`src/rtl/kbd_emu_pkg.sv`:
```
package kbd_emu_pkg;
  localparam int REG_W      = 32;
  localparam int BYTE_W     = 8;
  localparam int NUM_REGS   = 4;
  localparam int REG_STRIDE = 4;

  localparam int IDX_CTRL = 0;
  localparam int IDX_IN   = 1;
  localparam int IDX_OUT  = 2;
  localparam int IDX_STAT = 3;

  localparam int CTRL_EN_BIT = 0;
  localparam int ST_OBF_BIT  = 0;
  localparam int ST_IBF_BIT  = 1;
  localparam int ST_CMD_BIT  = 3;

  typedef struct packed {
    logic cmd_last;
    logic in_full;
    logic out_full;
  } kbd_flags_t;

  function automatic logic [REG_W-1:0] flags_to_word(kbd_flags_t f);
    logic [REG_W-1:0] w;
    w              = '0;
    w[ST_OBF_BIT]  = f.out_full;
    w[ST_IBF_BIT]  = f.in_full;
    w[ST_CMD_BIT]  = f.cmd_last;
    return w;
  endfunction
endpackage

```
`src/rtl/kbd_emu_decode.sv`:
```
module kbd_emu_decode
  import kbd_emu_pkg::*;
#(
  parameter int                 MEM_AW       = 12,
  parameter int                 IO_AW        = 16,
  parameter logic [MEM_AW-1:0]  REG_BASE     = 12'h100,
  parameter logic [IO_AW-1:0]   IO_DATA_PORT = 16'h0060,
  parameter logic [IO_AW-1:0]   IO_CMD_PORT  = 16'h0064
) (
  input  logic                emu_en,
  input  logic                mem_wr,
  input  logic [MEM_AW-1:0]   mem_addr,
  input  logic                io_rd,
  input  logic                io_wr,
  input  logic [IO_AW-1:0]    io_addr,
  output logic [NUM_REGS-1:0] mem_sel,
  output logic [NUM_REGS-1:0] mem_we,
  output logic                io_data_rd,
  output logic                io_data_wr,
  output logic                io_cmd_rd,
  output logic                io_cmd_wr
);
  for (genvar g = 0; g < NUM_REGS; g++) begin : g_sel
    localparam logic [MEM_AW-1:0] OFS = REG_BASE + MEM_AW'(g * REG_STRIDE);
    assign mem_sel[g] = (mem_addr == OFS);
    assign mem_we[g]  = mem_wr & mem_sel[g];
  end

  logic data_hit;
  logic cmd_hit;

  always_comb begin
    data_hit   = emu_en & (io_addr == IO_DATA_PORT);
    cmd_hit    = emu_en & (io_addr == IO_CMD_PORT);
    io_data_rd = data_hit & io_rd;
    io_data_wr = data_hit & io_wr;
    io_cmd_rd  = cmd_hit & io_rd;
    io_cmd_wr  = cmd_hit & io_wr;
  end
endmodule

```
`src/rtl/kbd_emu_flags.sv`:
```
module kbd_emu_flags
  import kbd_emu_pkg::*;
(
  input  logic       clk,
  input  logic       rst_n,
  input  logic       io_data_rd,
  input  logic       io_data_wr,
  input  logic       io_cmd_wr,
  input  logic       out_we,
  input  logic       stat_we,
  input  kbd_flags_t wflags,
  output kbd_flags_t flags
);
  kbd_flags_t flags_q;
  kbd_flags_t flags_d;
  logic       flags_en;

  always_comb begin
    flags_d  = flags_q;
    flags_en = io_data_rd | io_data_wr | io_cmd_wr | out_we | stat_we;
    if (io_data_rd) flags_d.out_full = 1'b0;
    if (io_data_wr) begin
      flags_d.in_full  = 1'b1;
      flags_d.cmd_last = 1'b0;
    end
    if (io_cmd_wr) begin
      flags_d.in_full  = 1'b1;
      flags_d.cmd_last = 1'b1;
    end
    if (out_we)  flags_d.out_full = 1'b1;
    if (stat_we) flags_d = wflags;
  end

  always_ff @(posedge clk or negedge rst_n) begin
    if (!rst_n)        flags_q <= '0;
    else if (flags_en) flags_q <= flags_d;
  end

  assign flags = flags_q;

  p_data_rd_clears_obf_r5: assert property (@(posedge clk) disable iff (!rst_n)
    (io_data_rd && !out_we && !stat_we) |=> !flags.out_full);

  p_data_wr_handshake_r6: assert property (@(posedge clk) disable iff (!rst_n)
    (io_data_wr && !stat_we) |=> (flags.in_full && !flags.cmd_last));

  p_cmd_wr_handshake_r8: assert property (@(posedge clk) disable iff (!rst_n)
    (io_cmd_wr && !stat_we) |=> (flags.in_full && flags.cmd_last));

  p_out_wr_sets_obf_r10: assert property (@(posedge clk) disable iff (!rst_n)
    (out_we && !stat_we) |=> flags.out_full);

  p_stat_wr_wins_r11: assert property (@(posedge clk) disable iff (!rst_n)
    stat_we |=> (flags == $past(wflags)));

  p_quiet_flags_r9: assert property (@(posedge clk) disable iff (!rst_n)
    (!io_data_rd && !io_data_wr && !io_cmd_wr && !out_we && !stat_we) |=> $stable(flags));
endmodule

```
`src/rtl/kbd_emu_store.sv`:
```
module kbd_emu_store
  import kbd_emu_pkg::*;
(
  input  logic                clk,
  input  logic                rst_n,
  input  logic [NUM_REGS-1:0] mem_we,
  input  logic [BYTE_W-1:0]   mem_wbyte,
  input  logic                io_byte_wr,
  input  logic [BYTE_W-1:0]   io_wdata,
  output logic                ctrl_en,
  output logic [BYTE_W-1:0]   in_byte,
  output logic [BYTE_W-1:0]   out_byte
);
  logic              ctrl_q, ctrl_d, ctrl_ce;
  logic [BYTE_W-1:0] in_q, in_d;
  logic              in_ce;
  logic [BYTE_W-1:0] out_q, out_d;
  logic              out_ce;

  always_comb begin
    ctrl_ce = mem_we[IDX_CTRL];
    ctrl_d  = mem_wbyte[CTRL_EN_BIT];
    in_ce   = mem_we[IDX_IN] | io_byte_wr;
    in_d    = mem_we[IDX_IN] ? mem_wbyte : io_wdata;
    out_ce  = mem_we[IDX_OUT];
    out_d   = mem_wbyte;
  end

  always_ff @(posedge clk or negedge rst_n) begin
    if (!rst_n) begin
      ctrl_q <= 1'b0;
      in_q   <= '0;
      out_q  <= '0;
    end else begin
      if (ctrl_ce) ctrl_q <= ctrl_d;
      if (in_ce)   in_q   <= in_d;
      if (out_ce)  out_q  <= out_d;
    end
  end

  assign ctrl_en  = ctrl_q;
  assign in_byte  = in_q;
  assign out_byte = out_q;

  p_in_mem_wins_r11: assert property (@(posedge clk) disable iff (!rst_n)
    mem_we[IDX_IN] |=> (in_byte == $past(mem_wbyte)));

  p_in_io_capture_r6: assert property (@(posedge clk) disable iff (!rst_n)
    (io_byte_wr && !mem_we[IDX_IN]) |=> (in_byte == $past(io_wdata)));

  p_ctrl_load_r3: assert property (@(posedge clk) disable iff (!rst_n)
    mem_we[IDX_CTRL] |=> (ctrl_en == $past(mem_wbyte[CTRL_EN_BIT])));
endmodule

```
`src/rtl/kbd_emu_rdmux.sv`:
```
module kbd_emu_rdmux
  import kbd_emu_pkg::*;
(
  input  logic [NUM_REGS-1:0]            mem_sel,
  input  logic [NUM_REGS-1:0][REG_W-1:0] words,
  input  logic                           io_data_rd,
  input  logic                           io_cmd_rd,
  output logic [REG_W-1:0]               mem_rdata,
  output logic [BYTE_W-1:0]              io_rdata
);
  always_comb begin
    mem_rdata = '0;
    for (int i = 0; i < NUM_REGS; i++) begin
      mem_rdata = mem_rdata | ({REG_W{mem_sel[i]}} & words[i]);
    end
    io_rdata = ({BYTE_W{io_data_rd}} & words[IDX_OUT][BYTE_W-1:0])
             | ({BYTE_W{io_cmd_rd}}  & words[IDX_STAT][BYTE_W-1:0]);
  end
endmodule

```
`src/rtl/kbd_legacy_emu.sv`:
```
module kbd_legacy_emu
  import kbd_emu_pkg::*;
#(
  parameter int                MEM_AW       = 12,
  parameter int                IO_AW        = 16,
  parameter logic [MEM_AW-1:0] REG_BASE     = 12'h100,
  parameter logic [IO_AW-1:0]  IO_DATA_PORT = 16'h0060,
  parameter logic [IO_AW-1:0]  IO_CMD_PORT  = 16'h0064
) (
  input  logic              clk,
  input  logic              rst_n,
  input  logic              mem_wr,
  input  logic [MEM_AW-1:0] mem_addr,
  input  logic [REG_W-1:0]  mem_wdata,
  output logic [REG_W-1:0]  mem_rdata,
  input  logic              io_rd,
  input  logic              io_wr,
  input  logic [IO_AW-1:0]  io_addr,
  input  logic [BYTE_W-1:0] io_wdata,
  output logic [BYTE_W-1:0] io_rdata,
  output logic              emu_en
);
  logic [NUM_REGS-1:0]            mem_sel;
  logic [NUM_REGS-1:0]            mem_we;
  logic                           io_data_rd, io_data_wr, io_cmd_rd, io_cmd_wr;
  logic                           ctrl_en;
  logic [BYTE_W-1:0]              in_byte, out_byte;
  kbd_flags_t                     flags, wflags;
  logic [NUM_REGS-1:0][REG_W-1:0] words;
  logic                           unused_wdata_hi;

  assign unused_wdata_hi = ^mem_wdata[REG_W-1:BYTE_W];

  kbd_emu_decode #(
    .MEM_AW(MEM_AW), .IO_AW(IO_AW), .REG_BASE(REG_BASE),
    .IO_DATA_PORT(IO_DATA_PORT), .IO_CMD_PORT(IO_CMD_PORT)
  ) u_decode (
    .emu_en(ctrl_en), .mem_wr(mem_wr), .mem_addr(mem_addr),
    .io_rd(io_rd), .io_wr(io_wr), .io_addr(io_addr),
    .mem_sel(mem_sel), .mem_we(mem_we),
    .io_data_rd(io_data_rd), .io_data_wr(io_data_wr),
    .io_cmd_rd(io_cmd_rd), .io_cmd_wr(io_cmd_wr)
  );

  always_comb begin
    wflags.out_full = mem_wdata[ST_OBF_BIT];
    wflags.in_full  = mem_wdata[ST_IBF_BIT];
    wflags.cmd_last = mem_wdata[ST_CMD_BIT];
  end

  kbd_emu_flags u_flags (
    .clk(clk), .rst_n(rst_n),
    .io_data_rd(io_data_rd), .io_data_wr(io_data_wr), .io_cmd_wr(io_cmd_wr),
    .out_we(mem_we[IDX_OUT]), .stat_we(mem_we[IDX_STAT]),
    .wflags(wflags), .flags(flags)
  );

  kbd_emu_store u_store (
    .clk(clk), .rst_n(rst_n),
    .mem_we(mem_we), .mem_wbyte(mem_wdata[BYTE_W-1:0]),
    .io_byte_wr(io_data_wr | io_cmd_wr), .io_wdata(io_wdata),
    .ctrl_en(ctrl_en), .in_byte(in_byte), .out_byte(out_byte)
  );

  always_comb begin
    words                        = '0;
    words[IDX_CTRL][CTRL_EN_BIT] = ctrl_en;
    words[IDX_IN][BYTE_W-1:0]    = in_byte;
    words[IDX_OUT][BYTE_W-1:0]   = out_byte;
    words[IDX_STAT]              = flags_to_word(flags);
  end

  kbd_emu_rdmux u_rdmux (
    .mem_sel(mem_sel), .words(words),
    .io_data_rd(io_data_rd), .io_cmd_rd(io_cmd_rd),
    .mem_rdata(mem_rdata), .io_rdata(io_rdata)
  );

  assign emu_en = ctrl_en;

  p_off_state_hold_r4: assert property (@(posedge clk) disable iff (!rst_n)
    (!emu_en && !mem_wr) |=> ($stable(flags) && $stable(in_byte)));

  p_off_io_silent_r4: assert property (@(posedge clk) disable iff (!rst_n)
    !emu_en |-> (io_rdata == '0));

  p_cmd_rd_no_effect_r7: assert property (@(posedge clk) disable iff (!rst_n)
    (io_cmd_rd && !mem_wr && !io_wr) |=> ($stable(flags) && $stable(in_byte)));
endmodule

```
`config.mk`:
```
export PLATFORM = sky130hd
export DESIGN_NAME = kbd_legacy_emu
export DESIGN_NICKNAME = d
export VERILOG_FILES = /design/src/rtl/kbd_emu_pkg.sv /design/src/rtl/kbd_emu_decode.sv /design/src/rtl/kbd_emu_flags.sv /design/src/rtl/kbd_emu_store.sv /design/src/rtl/kbd_emu_rdmux.sv /design/src/rtl/kbd_legacy_emu.sv
export SDC_FILE = /design/constraint.sdc
export NUM_CORES = 1
export LEC_CHECK = 0
export ABC_AREA = 0
export BUFFER_PORTS_ARGS = -buffer_cell sky130_fd_sc_hd__buf_2
export CAP_MARGIN = 20
export CORE_AREA = 3 3 82 84
export CTS_CLUSTER_DIAMETER = 120
export DETAILED_ROUTE_END_ITERATION = 7
export DIE_AREA = 0 0 85 87
export PLACE_DENSITY = 0.5
export SLEW_MARGIN = 20
export SYNTH_ARGS = -nofsm -noshare
export SYNTH_HDL_FRONTEND = slang
export SYNTH_SLANG_ARGS = --single-unit
```
`constraint.sdc`:
```
create_clock -name clk -period 3.5 [get_ports clk]
set_input_delay 1.05 -clock clk [delete_from_list [all_inputs] [get_ports clk]]
set_output_delay 1.05 -clock clk [all_outputs]
set_load 0.05 [all_outputs]
```
# Yosys cells after proc, flatten, opt, wreduce, memory -nomap -nowiden
# Index checks and enable logic that the tools add are counted.
# op_classes
n_eq_ne	6
muxes	6
bitwise	26
reduce_logical	4
# op_table
cell	count
OR 32 bit	3
bitwise AND 32 x 8 -> 32 bit	2
equality test 12 x 9 -> 1 bit, second input constant	4
bitwise AND 32 x 1 -> 32 bit	1
bitwise AND 32 x 4 -> 32 bit	1
equality test 16 x 7 -> 1 bit, second input constant	2
bitwise AND 1 bit	10
bitwise AND 8 x 4 -> 8 bit	1
bitwise AND 8 bit	1
2-to-1 mux 8 bit	1
OR 8 bit	1
OR 1 bit	6
nonzero test 3 bit	2
2-to-1 mux 2 bit	2
AND reduction 2 bit	2
2-to-1 mux 3 bit	1
2-to-1 mux 1 bit	2
# totals
ff_bits	20
in_bits	73
out_inout_bits	41
word_cells	48

# Logic depth before layout (Yosys ltp)
# Gate-level depths: netlist of run 1.
# logic_depth
depth_word	8
mapped_depth	5

# Modules after synthesis
# A second synthesis of run 1 with hierarchy kept.
# unflattened
cells_unflattened	214
area_unflattened_um2	1813.0
# modules_own_cells
mod	n_inst	cells_per_inst	area_per_inst_um2	seq_area_each_um2
kbd_emu_rdmux	1	118	759.5	0.0
kbd_emu_store	1	53	740.7	425.4
kbd_emu_decode	1	27	170.2	0.0
kbd_emu_flags	1	14	132.6	75.1
kbd_legacy_emu	1	2	10.0	0.0

# Least setup slack after synthesis of run 1
# Ideal clock, no wire load.
# synth_path
kind	input port to output port
start	in mem_addr[5]
end	out mem_rdata[0]
arrival_time_ns	2.923
required_time_ns	2.450
path_slack_ns	-0.473
cell_stages	4
path_buffers	1
cell_sequence	or4_4 or4_4 buf_6 nor2b_1
# synth_via
elab_chain_len	5
elab_cells_between_ends	11
cone_classes	4 x eq/ne; 7 x bitwise
# synth_lines
item	line_no	rtl
start: declaration	kbd_legacy_emu.sv:13	input logic [MEM_AW-1:0] mem_addr,
equality test 12 x 9 -> 1 bit	kbd_emu_decode.sv:25	assign mem_sel[g] = (mem_addr == OFS);
bitwise AND 32 x 1 -> 32 bit or bitwise AND 32 x 8 -> 32 bit (tied branches)	kbd_emu_rdmux.sv:14	mem_rdata = mem_rdata | ({REG_W{mem_sel[i]}} & words[i]);
OR 32 bit (2 in a row)	kbd_emu_rdmux.sv:14	
OR 32 bit *	kbd_emu_rdmux.sv:14	
end: declaration	kbd_legacy_emu.sv:15	output logic [REG_W-1:0] mem_rdata,
# Every way passes the cells marked *; elsewhere a longest branch is shown, timed or not.

# Worst setup path in the final report of run 1
# layout_path
start	in mem_addr[6]
end	out mem_rdata[0]
# Same word-level chain as after synthesis.

==> metrics.json, run 1 <==
{
  "post_synth_inst_count": 150,
  "timing_hold_violations_final": 0,
  "synth.yosys.warnings": 0,
  "placed_cells": 293,
  "layout-drive-gt1-share_pct": 49.3,
  "clock_latency_ns": 0.26,
  "instances_no_fill": 298,
  "design.final.nets": 298,
  "period_share_pct": 105,
  "htree_levels": 1,
  "cp_slowest_stage_delay_ns": 0.62,
  "cp.required_ns": 2.45,
  "rsz0062_at_grt": "yes",
  "cts-hold-fix-buffers": 0,
  "cts_num_sinks": 20,
  "initial_utilization_pct": 23.9,
  "synthSimpleGateAreaFrac_pct": 19.2,
  "net-switching-power_mw": 0.164,
  "ys_seq_elements": 20,
  "start_kind": "primary input",
  "hold_path.startpoint": "u_store.out_byte[4]$_DFFE_PN0P_",
  "synth_area_leaders": "dfrtp_1 35%, buf_4 13%, mux2_2 7.9%, a2bb2oi_1 4.9%, nor2_1 4.2%",
  "finalCriticalPeriod_ns": 3.67,
  "ant_nets": 0,
  "synth_seq_area_share_pct": 35.0,
  "synth_async_sr_flop_share_pct": 100,
  "synth_compound_gate_area_share_pct": 17.5,
  "crit_path_cell_trace": "buf_6 -> or4_4 -> or4_4 -> nor2b_4 -> buf_8",
  "routed_via_density": 4.57,
  "cts_buffer_depth": 2,
  "clock.fmax_mhz": 273,
  "drt-pass1-iter-count": 4,
  "die-width_um": 85,
  "relative_contribution_of_the_clock_network_to_total_power_pct": 29.6,
  "synth_largest_type_area_fraction_pct": 35.0,
  "flow.area_growth_from_synthesis_pct": 43.4,
  "mappedNetlistArea_um2": 1430,
  "pin_count": 114,
  "timing.critical_path.to_type": "output pin",
  "drt_wl_total_um": 4470,
  "yosys.area_share.adder_pct": 0,
  "total_track_usage_pct": 12.0,
  "synth_top_flop_cell": "dfrtp_1",
  "min_path_type": "flip-flop to flip-flop",
  "fin_tns_setup_ns": -1.17,
  "synth_xor_area_share_pct": 0,
  "drtIter0Drc": 39,
  "synthDistinctLibCells": 33,
  "timing.rr.start": "u_store.ctrl_en$_DFFE_PN0P_",
  "clk_root_buffer_cell": "clkbuf_8",
  "cpMostUsedCell": "or4_4",
  "drv.max_cap_violation_count": 0,
  "critical_path_peak_fanout": 5,
  "report.final.slew_viol_count": 0,
  "power-per-cell-area_nw_per_um2": 247,
  "power.share.combinational_pct": 24.3,
  "dp_hpwl_um": 3410,
  "core_area_um2": 5990,
  "yosysMostFrequentCell": "buf_4",
  "crit_path_class": "primary input to output pin",
  "die_height_um": 87,
  "layout.core_utilization_pct": 34.2,
  "power_switching_share_pct": 32.4,
  "worst_clock_skew_ns": 0.00200,
  "synth_top_family_by_area": "simple AND/OR/NAND/NOR gates",
  "synth.largest_area_cell": "dfrtp_1",
  "grt_pass1_wl_um": 7030,
  "fin_hold_ws_ns": 0.532,
  "antenna_found_initial": 0,
  "outcome": "finished with violations",
  "finalSetupViolations": 8,
  "first_global_vias": 1415,
  "place.port_buffers": 65,
  "grt_start_max_net_pins": 21,
  "gr-total-overflow": 0,
  "cts.clk_slew.worst_paths_ns": 0.07,
  "avgRoutedWirePerCell_um": 15.0,
  "power.ir.vdd_worst_uv": 92.2,
  "leakagePower_nw": 0.963,
  "critical_path_arrival_ns": 2.62,
  "failing_checks": "negative setup slack",
  "cell_internal_pwr_mw": 0.342,
  "synth.area.mux_share_pct": 12.3,
  "placement_rows": 28,
  "num_vias": 1361,
  "tritoncts_buffers": 3,
  "syn_avg_cell_area_um2": 9.53,
  "drc": 0,
  "fillerInstances": 635,
  "die_area_um2": 7400,
  "synth_enable_flop_cells": 0,
  "n_antenna_cell": 0,
  "setup_slack_ns": -0.170,
  "worstSetupStartpoint": "mem_addr[6]",
  "power_frac_seq_pct": 46.1,
  "finalWeightedCongestion": 0.741,
  "post_synth_most_frequent_cells": "24 x buf_4, 20 x dfrtp_1, 16 x nor2_1",
  "tritoncts": "built",
  "critical_path.slowest_cell": "or4_4"
}
## flip-flops by register name, indices dropped and copies added (netlist names)
signal and flops:
u_flags.flags 3, u_store.out_byte 8, u_store.ctrl_en 1, u_store.in_byte 8
## path summary, 6_finish.rpt
| kind | endpoint | slack (ns) | cells past startpoint |
|---|---|---|---|
| setup / recovery | mem_rdata[0] | -0.17 | 5 |
| hold / removal | u_store.out_byte[4]$_DFFE_PN0P_ | 0.53 | 1 |
| setup reg to reg | u_flags.flags[2]$_DFFE_PN0P_ | 1.97 | 6 |
| hold reg to reg | u_store.out_byte[4]$_DFFE_PN0P_ | 0.53 | 1 |
| max in group asynchronous | u_flags.flags[0]$_DFFE_PN0P_ | 2.44 | 1 |
| min in group asynchronous | u_store.in_byte[6]$_DFFE_PN0P_ | 0.74 | 1 |
## metrics by stage
step                cell area, um^2  worst slack [ns]  power (mW)
global route                   2050            -0.195       0.531
global placement               1880            -0.303       0.357
CTS                            2000            -0.207       0.510
finish                         2050            -0.170       0.506
floorplan                      1600            -0.104       0.336
detailed placement             1880            -0.315       0.358
## routing by layer
layer  track usage, %  vias up  wire [um]
met1             15.7      657       1930
met4             3.31        0         34
met3             1.70        4        216
li1                 -      657          -
met2             20.6       43       2280
met5                0        -          0
## cell families after synthesis
| family | count (synthesis) |
|---|---|
| multiplexers | 15 |
| buffers and inverters | 34 |
| other | 1 |
| flip-flops | 20 |
| AO/OA/AOI/OAI | 37 |
| AND/OR/NAND/NOR | 43 |
## critical path: cells and delay by family
family                 cells  cell delay, ns
buffers and inverters      2            0.24
and+or+nand+nor            3            1.33
## cell type report
class / count / area [um^2] / area share [%]
Sequential cell: 20 / 500 / 24.4
Clock buffer: 3 / 41.3 / 2.01
Multi-Input combinational cell: 120 / 893 / 43.6
Tap cell: 75 / 93.8 / 4.58
Inverter: 3 / 11.3 / 0.549
Timing Repair Buffer: 77 / 510 / 24.9
## cells in the final DEF (no fill, tap or decap), types with 2 or more instances in the layout
| master | count |
|---|---|
| a22oi_1 | 7 |
| or4_4 | 3 |
| mux2i_1 | 3 |
| nand4_1 | 4 |
| and2_1 | 5 |
| a31oi_1 | 9 |
| conb_1 | 24 |
| buf_2 | 51 |
| a2bb2oi_1 | 8 |
| nor2_1 | 6 |
| buf_4 | 16 |
| nor2_4 | 8 |
| nand2_1 | 3 |
| nor2_2 | 2 |
| buf_6 | 2 |
| inv_1 | 3 |
| nor4_2 | 2 |
| buf_8 | 7 |
| dfrtp_1 | 20 |
| mux2_2 | 10 |
| clkbuf_8 | 3 |
| o21ai_0 | 10 |
## power groups by stage
stage | Combinational [mW] | Sequential (mW) | Clock [mW]
final | 0.123 | 0.233 | 0.150
after CTS | 0.122 | 0.233 | 0.155
after floorplan | 0.0983 | 0.238 | 0
after global placement | 0.119 | 0.238 | 0
after global routing | 0.131 | 0.233 | 0.166
after detailed placement | 0.120 | 0.238 | 0
## repair_timing
action	4_1_cts	5_1_grt
buffers inserted	1	0
pin swaps	2	1
resized for setup	20	17
gates cloned	1	0
setup endpoints to repair	8	15
endpoints found under the hold margin	0	0
Power figures use the tool's default switching activity.
==> inputs of run 2 (changes only) <==
--- a/config.mk
+++ b/config.mk
@@ -7,13 +7,14 @@
 export LEC_CHECK = 0
 export ABC_AREA = 0
 export BUFFER_PORTS_ARGS = -buffer_cell sky130_fd_sc_hd__buf_2
-export CAP_MARGIN = 20
-export CORE_AREA = 3 3 82 84
+export CAP_MARGIN = 15
+export CORE_AREA = 3 3 91 93
 export CTS_CLUSTER_DIAMETER = 120
 export DETAILED_ROUTE_END_ITERATION = 7
-export DIE_AREA = 0 0 85 87
-export PLACE_DENSITY = 0.5
+export DIE_AREA = 0 0 94 96
+export PLACE_DENSITY = 0.48
 export SLEW_MARGIN = 20
 export SYNTH_ARGS = -nofsm -noshare
 export SYNTH_HDL_FRONTEND = slang
+export SYNTH_HIERARCHICAL = 1
 export SYNTH_SLANG_ARGS = --single-unit
==> metrics.json, run 2 <==
{
  "outcome": {"value": "finished, final reports clean", "change": "was finished with violations"},
  "ant_nets": {"value": 0, "change": "unchanged"},
  "post_synth_inst_count": {"value": 214, "change": "was 150"},
  "layout.cells.most_common": {"value": "conb_1", "change": "was buf_2"},
  "clk_root_buffer_cell": {"value": "clkbuf_8", "change": "unchanged"},
  "yosysMostFrequentCell": {"value": "a22oi_1", "change": "was buf_4"},
  "ys_seq_elements": {"value": 20, "change": "unchanged"},
  "pin_count": {"value": 114, "change": "unchanged"},
  "initial_utilization": {"value": 23.8, "unit": "%", "change": "was 23.9%"},
  "cpMostUsedCell": {"value": "buf_4", "change": "was or4_4"},
  "n_antenna_cell": {"value": 0, "change": "unchanged"},
  "htree_levels": {"value": 1, "change": "unchanged"},
  "worst_slack_at_placement": {"value": -0.183, "unit": "ns", "change": "was -0.315 ns"},
  "post_synth_most_frequent_cells": {"value": "64 x a22oi_1, 44 x nand2_1, 20 x dfrtp_1", "change": "was 24 x buf_4, 20 x dfrtp_1, 16 x nor2_1"},
  "drtIter0Drc": {"value": 50, "change": "was 39"},
  "mostFrequentLayoutCells": {"value": "113 x conb_1, 64 x a22oi_1, 43 x buf_2", "change": "was 51 x buf_2, 24 x conb_1, 20 x dfrtp_1"},
  "mappedNetlistArea": {"value": 1810, "unit": "um^2", "change": "was 1430 um^2"},
  "drv.max_cap_violation_count": {"value": 0, "change": "unchanged"},
  "postPlaceCellArea": {"value": 2760, "unit": "um^2", "change": "was 1880 um^2"},
  "drt-pass1-iter-count": {"value": 4, "change": "unchanged"},
  "die-width": {"value": 94, "unit": "um", "change": "was 85 um"},
  "design.final.nets": {"value": 473, "change": "was 298"},
  "setup_slack": {"value": 0.0731, "unit": "ns", "change": "was -0.170 ns"},
  "synth_seq_area_share": {"value": 27.6, "unit": "%", "change": "was 35.0%"},
  "gr-total-overflow": {"value": 0, "change": "unchanged"},
  "cts_num_sinks": {"value": 20, "change": "unchanged"},
  "report.final.slew_viol_count": {"value": 0, "change": "unchanged"},
  "cts.clk_slew.worst_paths": {"value": 0.07, "unit": "ns", "change": "about the same"},
  "core_area": {"value": 7610, "unit": "um^2", "change": "was 5990 um^2"},
  "finalCriticalPeriod": {"value": 3.43, "unit": "ns", "change": "was 3.67 ns"},
  "grt_pass1_wl": {"value": 9660, "unit": "um", "change": "was 7030 um"},
  "period_share": {"value": 97.9, "unit": "%", "change": "was 105%"},
  "crit_path_cell_trace": {"value": "buf_2 -> nor4b_4 -> nand4_1 -> buf_4 -> nor2_4 -> buf_12 -> a22oi_1 -> nand2_2 -> buf_4", "change": "was buf_6 -> or4_4 -> or4_4 -> nor2b_4 -> buf_8"},
  "synth_enable_flop_cells": {"value": 0, "change": "unchanged"},
  "critical_path_peak_fanout": {"value": 9, "change": "was 5"},
  "synth_top_flop_cell": {"value": "dfrtp_1", "change": "unchanged"},
  "post_route_cell_area": {"value": 3020, "unit": "um^2", "change": "was 2050 um^2"},
  "critical_path_arrival": {"value": 2.38, "unit": "ns", "change": "was 2.62 ns"},
  "routed_via_density": {"value": 4.15, "change": "was 4.57"},
  "clock.fmax": {"value": 292, "unit": "MHz", "change": "was 273 MHz"},
  "tritoncts": {"value": "built", "change": "unchanged"},
  "total_track_usage": {"value": 13.1, "unit": "%", "change": "was 12.0%"},
  "tritoncts_buffers": {"value": 3, "change": "unchanged"},
  "die_area": {"value": 9020, "unit": "um^2", "change": "was 7400 um^2"},
  "num_vias": {"value": 2080, "change": "was 1361"},
  "cts-hold-fix-buffers": {"value": 0, "change": "unchanged"},
  "die_height": {"value": 96, "unit": "um", "change": "was 87 um"},
  "drc": {"value": 0, "change": "unchanged"},
  "syn_avg_cell_area": {"value": 8.47, "unit": "um^2", "change": "was 9.53 um^2"},
  "worst_clock_skew": {"value": 0.000557, "unit": "ns", "change": "was 0.00200 ns"},
  "finalWeightedCongestion": {"value": 0.781, "change": "was 0.741"},
  "synthDistinctLibCells": {"value": 24, "change": "was 33"},
  "crit_path_class": {"value": "primary input to output pin", "change": "unchanged"},
  "synth_area_leaders": {"value": "dfrtp_1 28%, a22oi_1 27%, nand2_1 9.1%, mux2_4 6.6%, mux2i_1 4.4%", "change": "was dfrtp_1 35%, buf_4 13%, mux2_2 7.9%, a2bb2oi_1 4.9%, nor2_1 4.2%"},
  "fillerInstances": {"value": 803, "change": "was 635"},
  "first_global_vias": {"value": 2075, "change": "was 1415"},
  "multi_input_gate_area_in_the_final_layout": {"value": 1700, "unit": "um^2", "change": "was 893 um^2"},
  "timing.critical_path.to_type": {"value": "output pin", "change": "unchanged"},
  "cp_slowest_stage_delay": {"value": 0.29, "unit": "ns", "change": "was 0.62 ns"},
  "place.port_buffers": {"value": 65, "change": "unchanged"},
  "rsz0062_at_grt": {"value": "yes", "change": "unchanged"},
  "grt_start_max_net_pins": {"value": 32, "change": "was 21"},
  "flow.area_growth_from_synthesis": {"value": 66.5, "unit": "%", "change": "was 43.4%"},
  "leakagePower": {"value": 1.55, "unit": "nW", "change": "was 0.963 nW"},
  "synth_async_sr_flop_share": {"value": 100, "unit": "%", "change": "unchanged"},
  "min_path_type": {"value": "flip-flop to flip-flop", "change": "unchanged"},
  "register_area": {"value": 500, "unit": "um^2", "change": "unchanged"},
  "synth.yosys.warnings": {"value": 6, "change": "was 0"},
  "synth_largest_type_area_fraction": {"value": 27.6, "unit": "%", "change": "was 35.0%"},
  "antenna_found_initial": {"value": 0, "change": "unchanged"},
  "worst_r2r_path_depth": {"value": 8, "change": "was 6"},
  "hold_path_cell_cnt": {"value": 1, "change": "unchanged"},
  "cts_buffer_depth": {"value": 2, "change": "unchanged"},
  "synth.largest_area_cell": {"value": "dfrtp_1", "change": "unchanged"},
  "critical_path.slowest_cell": {"value": "nor4b_4", "change": "was or4_4"},
  "timing_hold_violations_final": {"value": 0, "change": "unchanged"},
  "drt_wl_total": {"value": 6070, "unit": "um", "change": "was 4470 um"},
  "power-per-cell-area": {"value": 160, "unit": "nW/um^2", "change": "was 247 nW/um^2"},
  "start_kind": {"value": "primary input", "change": "unchanged"},
  "avgRoutedWirePerCell": {"value": 12.1, "unit": "um", "change": "was 15.0 um"},
  "finalSetupViolations": {"value": 0, "change": "was 8"},
  "power.ir.vdd_worst": {"value": 130, "unit": "uV", "change": "was 92.2 uV"},
  "clock_latency": {"value": 0.25, "unit": "ns", "change": "was 0.26 ns"},
  "layout-drive-gt1-share": {"value": 29.6, "unit": "%", "change": "was 49.3%"},
  "dp_hpwl": {"value": 4330, "unit": "um", "change": "was 3410 um"},
  "cp.required": {"value": 2.45, "unit": "ns", "change": "about the same"},
  "placement_rows": {"value": 32, "change": "was 28"}
}
run 2: cell families (layout without fill, tap and decap cells):
group,Yosys count,count (layout),share of synthesized area (%)
compound gates,83,83,33.4
flops,20,20,27.6
mux,17,17,11.7
buf+inv,19,92,7.18
simple gates,74,74,19.9
other cells,1,113,0.207
run 2: cell type report:
cell class              instances  area share [%]
multi-input cells             287            56.2
flip-flops and latches         20            16.6
clock buffers                   4            1.82
well taps                     102            4.23
repair buffers                 86            20.9
inverters                       2           0.249
run 2: timing repair:
action                     4_1_cts  5_1_grt
pin swaps                        1        9
cloned                           0        1
setup endpoints to repair       14       16
gates resized for setup         16       31
buffers inserted                 1        0
run 2: worst paths after layout:
| path | from | endpoint | slack [ns] |
|---|---|---|---|
| min | u_store/out_byte[0]$_DFFE_PN0P_ | u_store/out_byte[0]$_DFFE_PN0P_ | 0.55 |
| min in group asynchronous | rst_n | u_store/in_byte[7]$_DFFE_PN0P_ | 0.75 |
| max in group asynchronous | rst_n | u_store/out_byte[3]$_DFFE_PN0P_ | 2.43 |
| max reg2reg | u_store/ctrl_en$_DFFE_PN0P_ | u_store/in_byte[3]$_DFFE_PN0P_ | 1.38 |
| max | mem_addr[9] | mem_rdata[4] | 0.07 |
| min reg2reg | u_store/out_byte[0]$_DFFE_PN0P_ | u_store/out_byte[0]$_DFFE_PN0P_ | 0.55 |
run 2: layer usage:
layer / share of wire, % / global-route usage, % / vias up
met4: 0.28 / 2.17 / 0
met1: 44 / 16.6 / 950
li1: - / - / 1080
met5: 0 / 0 / -
met2: 51 / 24.4 / 48
met3: 4.6 / 1.41 / 2
run 2: per-stage QoR:
step	power [mW]	instances	setup TNS [ns]	hold slack, ns	utilization [%]
final	0.482	501	0	0.550	39.7
after detailed placement	0.297	495	-1.16	0.521	36.3
after global placement	0.296	495	-0.879	0.525	36.3
after global routing	0.506	501	-0.225	0.562	39.7
after CTS	0.476	500	0	0.547	37.7
after floorplan	0.259	326	0	0.506	-
run 2: critical path: cells and delay by family:
kind | cells | cell delay, ns
simple gates | 4 | 0.61
compound gates | 1 | 0.09
buf+inv | 4 | 0.62
run 2: where the power goes:
part	leakage, nW	internal (mW)	switching, mW
Combinational	1.25	0.0307	0.0420
Clock	0.0288	0.100	0.0765
Sequential	0.279	0.232	0.000952
==> inputs of run 3 (changes only) <==
==> constraint.sdc (replaced) <==
create_clock -name clk -period 3.5 [get_ports clk]
set_input_delay 0.35 -clock clk [delete_from_list [all_inputs] [get_ports clk]]
set_output_delay 0.35 -clock clk [all_outputs]
set_load 0.1 [all_outputs]
==> metrics.json, run 3 (synthesis gave the netlist of run 2 again) <==
{
  "tritoncts": {"value": "built", "change": "unchanged"},
  "finalCriticalPeriod": {"value": 2.73, "unit": "ns", "change": "was 3.43 ns"},
  "post_cts_resized": {"value": 0, "change": "was 16"},
  "pin_count": {"value": 114, "change": "unchanged"},
  "route.met3.wl": {"value": 288, "unit": "um", "change": "was 280 um"},
  "placed_cells": {"value": 483, "change": "was 495"},
  "design.final.nets": {"value": 459, "change": "was 473"},
  "core_area": {"value": 7610, "unit": "um^2", "change": "unchanged"},
  "timing.critical_path.to_type": {"value": "output pin", "change": "unchanged"},
  "finalWeightedCongestion": {"value": 0.741, "change": "was 0.781"},
  "worst_r2r_path_depth": {"value": 6, "change": "was 8"},
  "drc": {"value": 0, "change": "unchanged"},
  "cp.required": {"value": 3.15, "unit": "ns", "change": "was 2.45 ns"},
  "leakagePower": {"value": 1.44, "unit": "nW", "change": "was 1.55 nW"},
  "worstSetupStartpoint": {"value": "mem_addr[5]", "change": "was mem_addr[9]"},
  "num_vias": {"value": 1942, "change": "was 2080"},
  "total_track_usage": {"value": 12.7, "unit": "%", "change": "was 13.1%"},
  "worst_clock_skew": {"value": 0.00346, "unit": "ns", "change": "was 0.000557 ns"},
  "clock.fmax": {"value": 367, "unit": "MHz", "change": "was 292 MHz"},
  "cts_post_setup_buffers_inserted": {"value": 0, "change": "was 1"},
  "die_height": {"value": 96, "unit": "um", "change": "unchanged"},
  "gr-total-overflow": {"value": 0, "change": "unchanged"},
  "start_kind": {"value": "primary input", "change": "unchanged"},
  "cts_buffer_depth": {"value": 2, "change": "unchanged"},
  "cts.clk_slew.worst_paths": {"value": 0.07, "unit": "ns", "change": "about the same"},
  "period_share": {"value": 78.0, "unit": "%", "change": "was 97.9%"},
  "drt_wl_total": {"value": 5690, "unit": "um", "change": "was 6070 um"},
  "fin_tns_setup": {"value": 0, "unit": "ns", "change": "unchanged"},
  "cts-hold-fix-buffers": {"value": 0, "change": "unchanged"},
  "timing.rr.start": {"value": "u_store/ctrl_en$_DFFE_PN0P_", "change": "unchanged"},
  "avgRoutedWirePerCell": {"value": 11.7, "unit": "um", "change": "was 12.1 um"},
  "timing_hold_violations_final": {"value": 0, "change": "unchanged"},
  "worst_slack_at_placement": {"value": 0.760, "unit": "ns", "change": "was -0.183 ns"},
  "first_global_vias": {"value": 1870, "change": "was 2075"},
  "critical_path.top_delay_family": {"value": "simple AND/OR/NAND/NOR gates", "change": "was buffers and inverters"},
  "outcome": {"value": "finished, final reports clean", "change": "unchanged"},
  "worstMarginPinSlew_ns": 0.634,
  "instance_count_on_the_critical_path": {"value": 7, "change": "was 9"},
  "critical_path_arrival": {"value": 2.38, "unit": "ns", "change": "about the same"},
  "flow.area_growth_from_synthesis": {"value": 47.1, "unit": "%", "change": "was 66.5%"},
  "fin_hold_ws": {"value": 0.0387, "unit": "ns", "change": "was 0.550 ns"},
  "drv.max_cap_violation_count": {"value": 0, "change": "unchanged"},
  "cpMostUsedCell": {"value": "buf_2", "change": "was buf_4"},
  "die-width": {"value": 94, "unit": "um", "change": "unchanged"},
  "slew_headroom_pct": 57.6,
  "instances_no_fill": {"value": 486, "change": "was 501"},
  "grt_start_max_net_pins": {"value": 32, "change": "unchanged"},
  "drtIter0Drc": {"value": 49, "change": "was 50"},
  "clock_latency": {"value": 0.25, "unit": "ns", "change": "about the same"},
  "routedLengthMet1": {"value": 2530, "unit": "um", "change": "was 2650 um"},
  "cp_slowest_stage_delay": {"value": 0.54, "unit": "ns", "change": "was 0.29 ns"},
  "routed_via_density": {"value": 4.00, "change": "was 4.15"},
  "antenna_found_initial": {"value": 0, "change": "unchanged"},
  "drt-pass1-iter-count": {"value": 4, "change": "unchanged"},
  "rsz0062_at_grt": {"value": "no", "change": "was yes"},
  "power-per-cell-area": {"value": 166, "unit": "nW/um^2", "change": "was 160 nW/um^2"},
  "grt_pass1_wl": {"value": 9180, "unit": "um", "change": "was 9660 um"},
  "crit_path_cell_trace": {"value": "buf_2 -> nor4_1 -> nand4_1 -> nor2_2 -> a22oi_1 -> nand2_1 -> buf_2", "change": "was buf_2 -> nor4b_4 -> nand4_1 -> buf_4 -> nor2_4 -> buf_12 -> a22oi_1 -> nand2_2 -> buf_4"},
  "setup_slack": {"value": 0.772, "unit": "ns", "change": "was 0.0731 ns"},
  "ff2ff_setup_slack": {"value": 1.41, "unit": "ns", "change": "was 1.38 ns"},
  "die_area": {"value": 9020, "unit": "um^2", "change": "unchanged"},
  "dp_hpwl": {"value": 4170, "unit": "um", "change": "was 4330 um"},
  "ant_nets": {"value": 0, "change": "unchanged"},
  "layout-drive-gt1-share": {"value": 24.2, "unit": "%", "change": "was 29.6%"},
  "n_antenna_cell": {"value": 0, "change": "unchanged"},
  "initial_utilization": {"value": 23.8, "unit": "%", "change": "unchanged"},
  "layout.cells.most_common": {"value": "conb_1", "change": "unchanged"},
  "crit_path_end": {"value": "mem_rdata[2]", "change": "was mem_rdata[4]"},
  "placement_rows": {"value": 32, "change": "unchanged"},
  "met2_wirelength": {"value": 2850, "unit": "um", "change": "was 3120 um"},
  "critical_path_peak_fanout": {"value": 12, "change": "was 9"},
  "top_signal_layer_used": {"value": "met4", "change": "unchanged"},
  "cts_num_sinks": {"value": 20, "change": "unchanged"},
  "htree_levels": {"value": 1, "change": "unchanged"},
  "critical_path.slowest_cell": {"value": "nor2_2", "change": "was nor4b_4"},
  "critical_path.reg2reg.endpoint": {"value": "u_store/in_byte[2]$_DFFE_PN0P_", "change": "was u_store/in_byte[3]$_DFFE_PN0P_"},
  "min_path_type": {"value": "primary input to asynchronous set/reset pin", "change": "was flip-flop to flip-flop"},
  "finalSetupViolations": {"value": 0, "change": "unchanged"},
  "tritoncts_buffers": {"value": 3, "change": "unchanged"},
  "mostFrequentLayoutCells": {"value": "113 x conb_1, 65 x buf_2, 64 x a22oi_1", "change": "was 113 x conb_1, 64 x a22oi_1, 43 x buf_2"},
  "report.final.slew_viol_count": {"value": 0, "change": "unchanged"},
  "clk_root_buffer_cell": {"value": "clkbuf_8", "change": "unchanged"},
  "place.port_buffers": {"value": 65, "change": "unchanged"},
  "cp.buffers_inverters": {"value": 2, "change": "was 4"},
  "power.ir.vdd_worst": {"value": 136, "unit": "uV", "change": "was 130 uV"},
  "crit_path_class": {"value": "primary input to output pin", "change": "unchanged"},
  "total_power": {"value": 0.444, "unit": "mW", "change": "was 0.482 mW"}
}
[run 3: cell type report]
cell class / count / area, um^2
fillers: 832 / 4940
multi-input cells: 287 / 1610
flip-flops and latches: 20 / 500
repair buffers: 72 / 378
well taps: 102 / 128
clock buffers: 3 / 41.3
inverters: 2 / 7.51
[run 3: how the worst min path moves through the flow]
stage / endpoint / start / slack, ns
3_3_place_gp: u_store/in_byte[7]$_DFFE_PN0P_ / rst_n / 0.34
4_1_cts: u_store/out_byte[0]$_DFFE_PN0P_ / rst_n / 0.06
3_5_place_dp: u_store/in_byte[7]$_DFFE_PN0P_ / rst_n / 0.34
6_report: u_store/in_byte[3]$_DFFE_PN0P_ / rst_n / 0.04
2_1_floorplan: u_flags/flags[0]$_DFFE_PN0P_ / rst_n / 0.05
5_1_grt: u_store/in_byte[7]$_DFFE_PN0P_ / rst_n / 0.07
[run 3: per-layer routing]
| layer | GRT usage [%] | up-vias |
|---|---|---|
| met5 | 0 | - |
| met1 | 16.2 | 845 |
| li1 | - | 1050 |
| met4 | 2.53 | 0 |
| met3 | 1.88 | 2 |
| met2 | 22.7 | 45 |
[run 3: power by group]
group          switching, mW  total, mW  internal [mW]
Clock                 0.0730      0.150         0.0766
Combinational         0.0367     0.0610         0.0243
Sequential          0.000949      0.233          0.232
[run 3: stage by stage]
stage	util (%)	instance area (um^2)
final	35.1	2670
after detailed placement	34.5	2630
after global placement	34.5	2630
after global routing	35.1	2670
after CTS	35.1	2670
after floorplan	-	2230
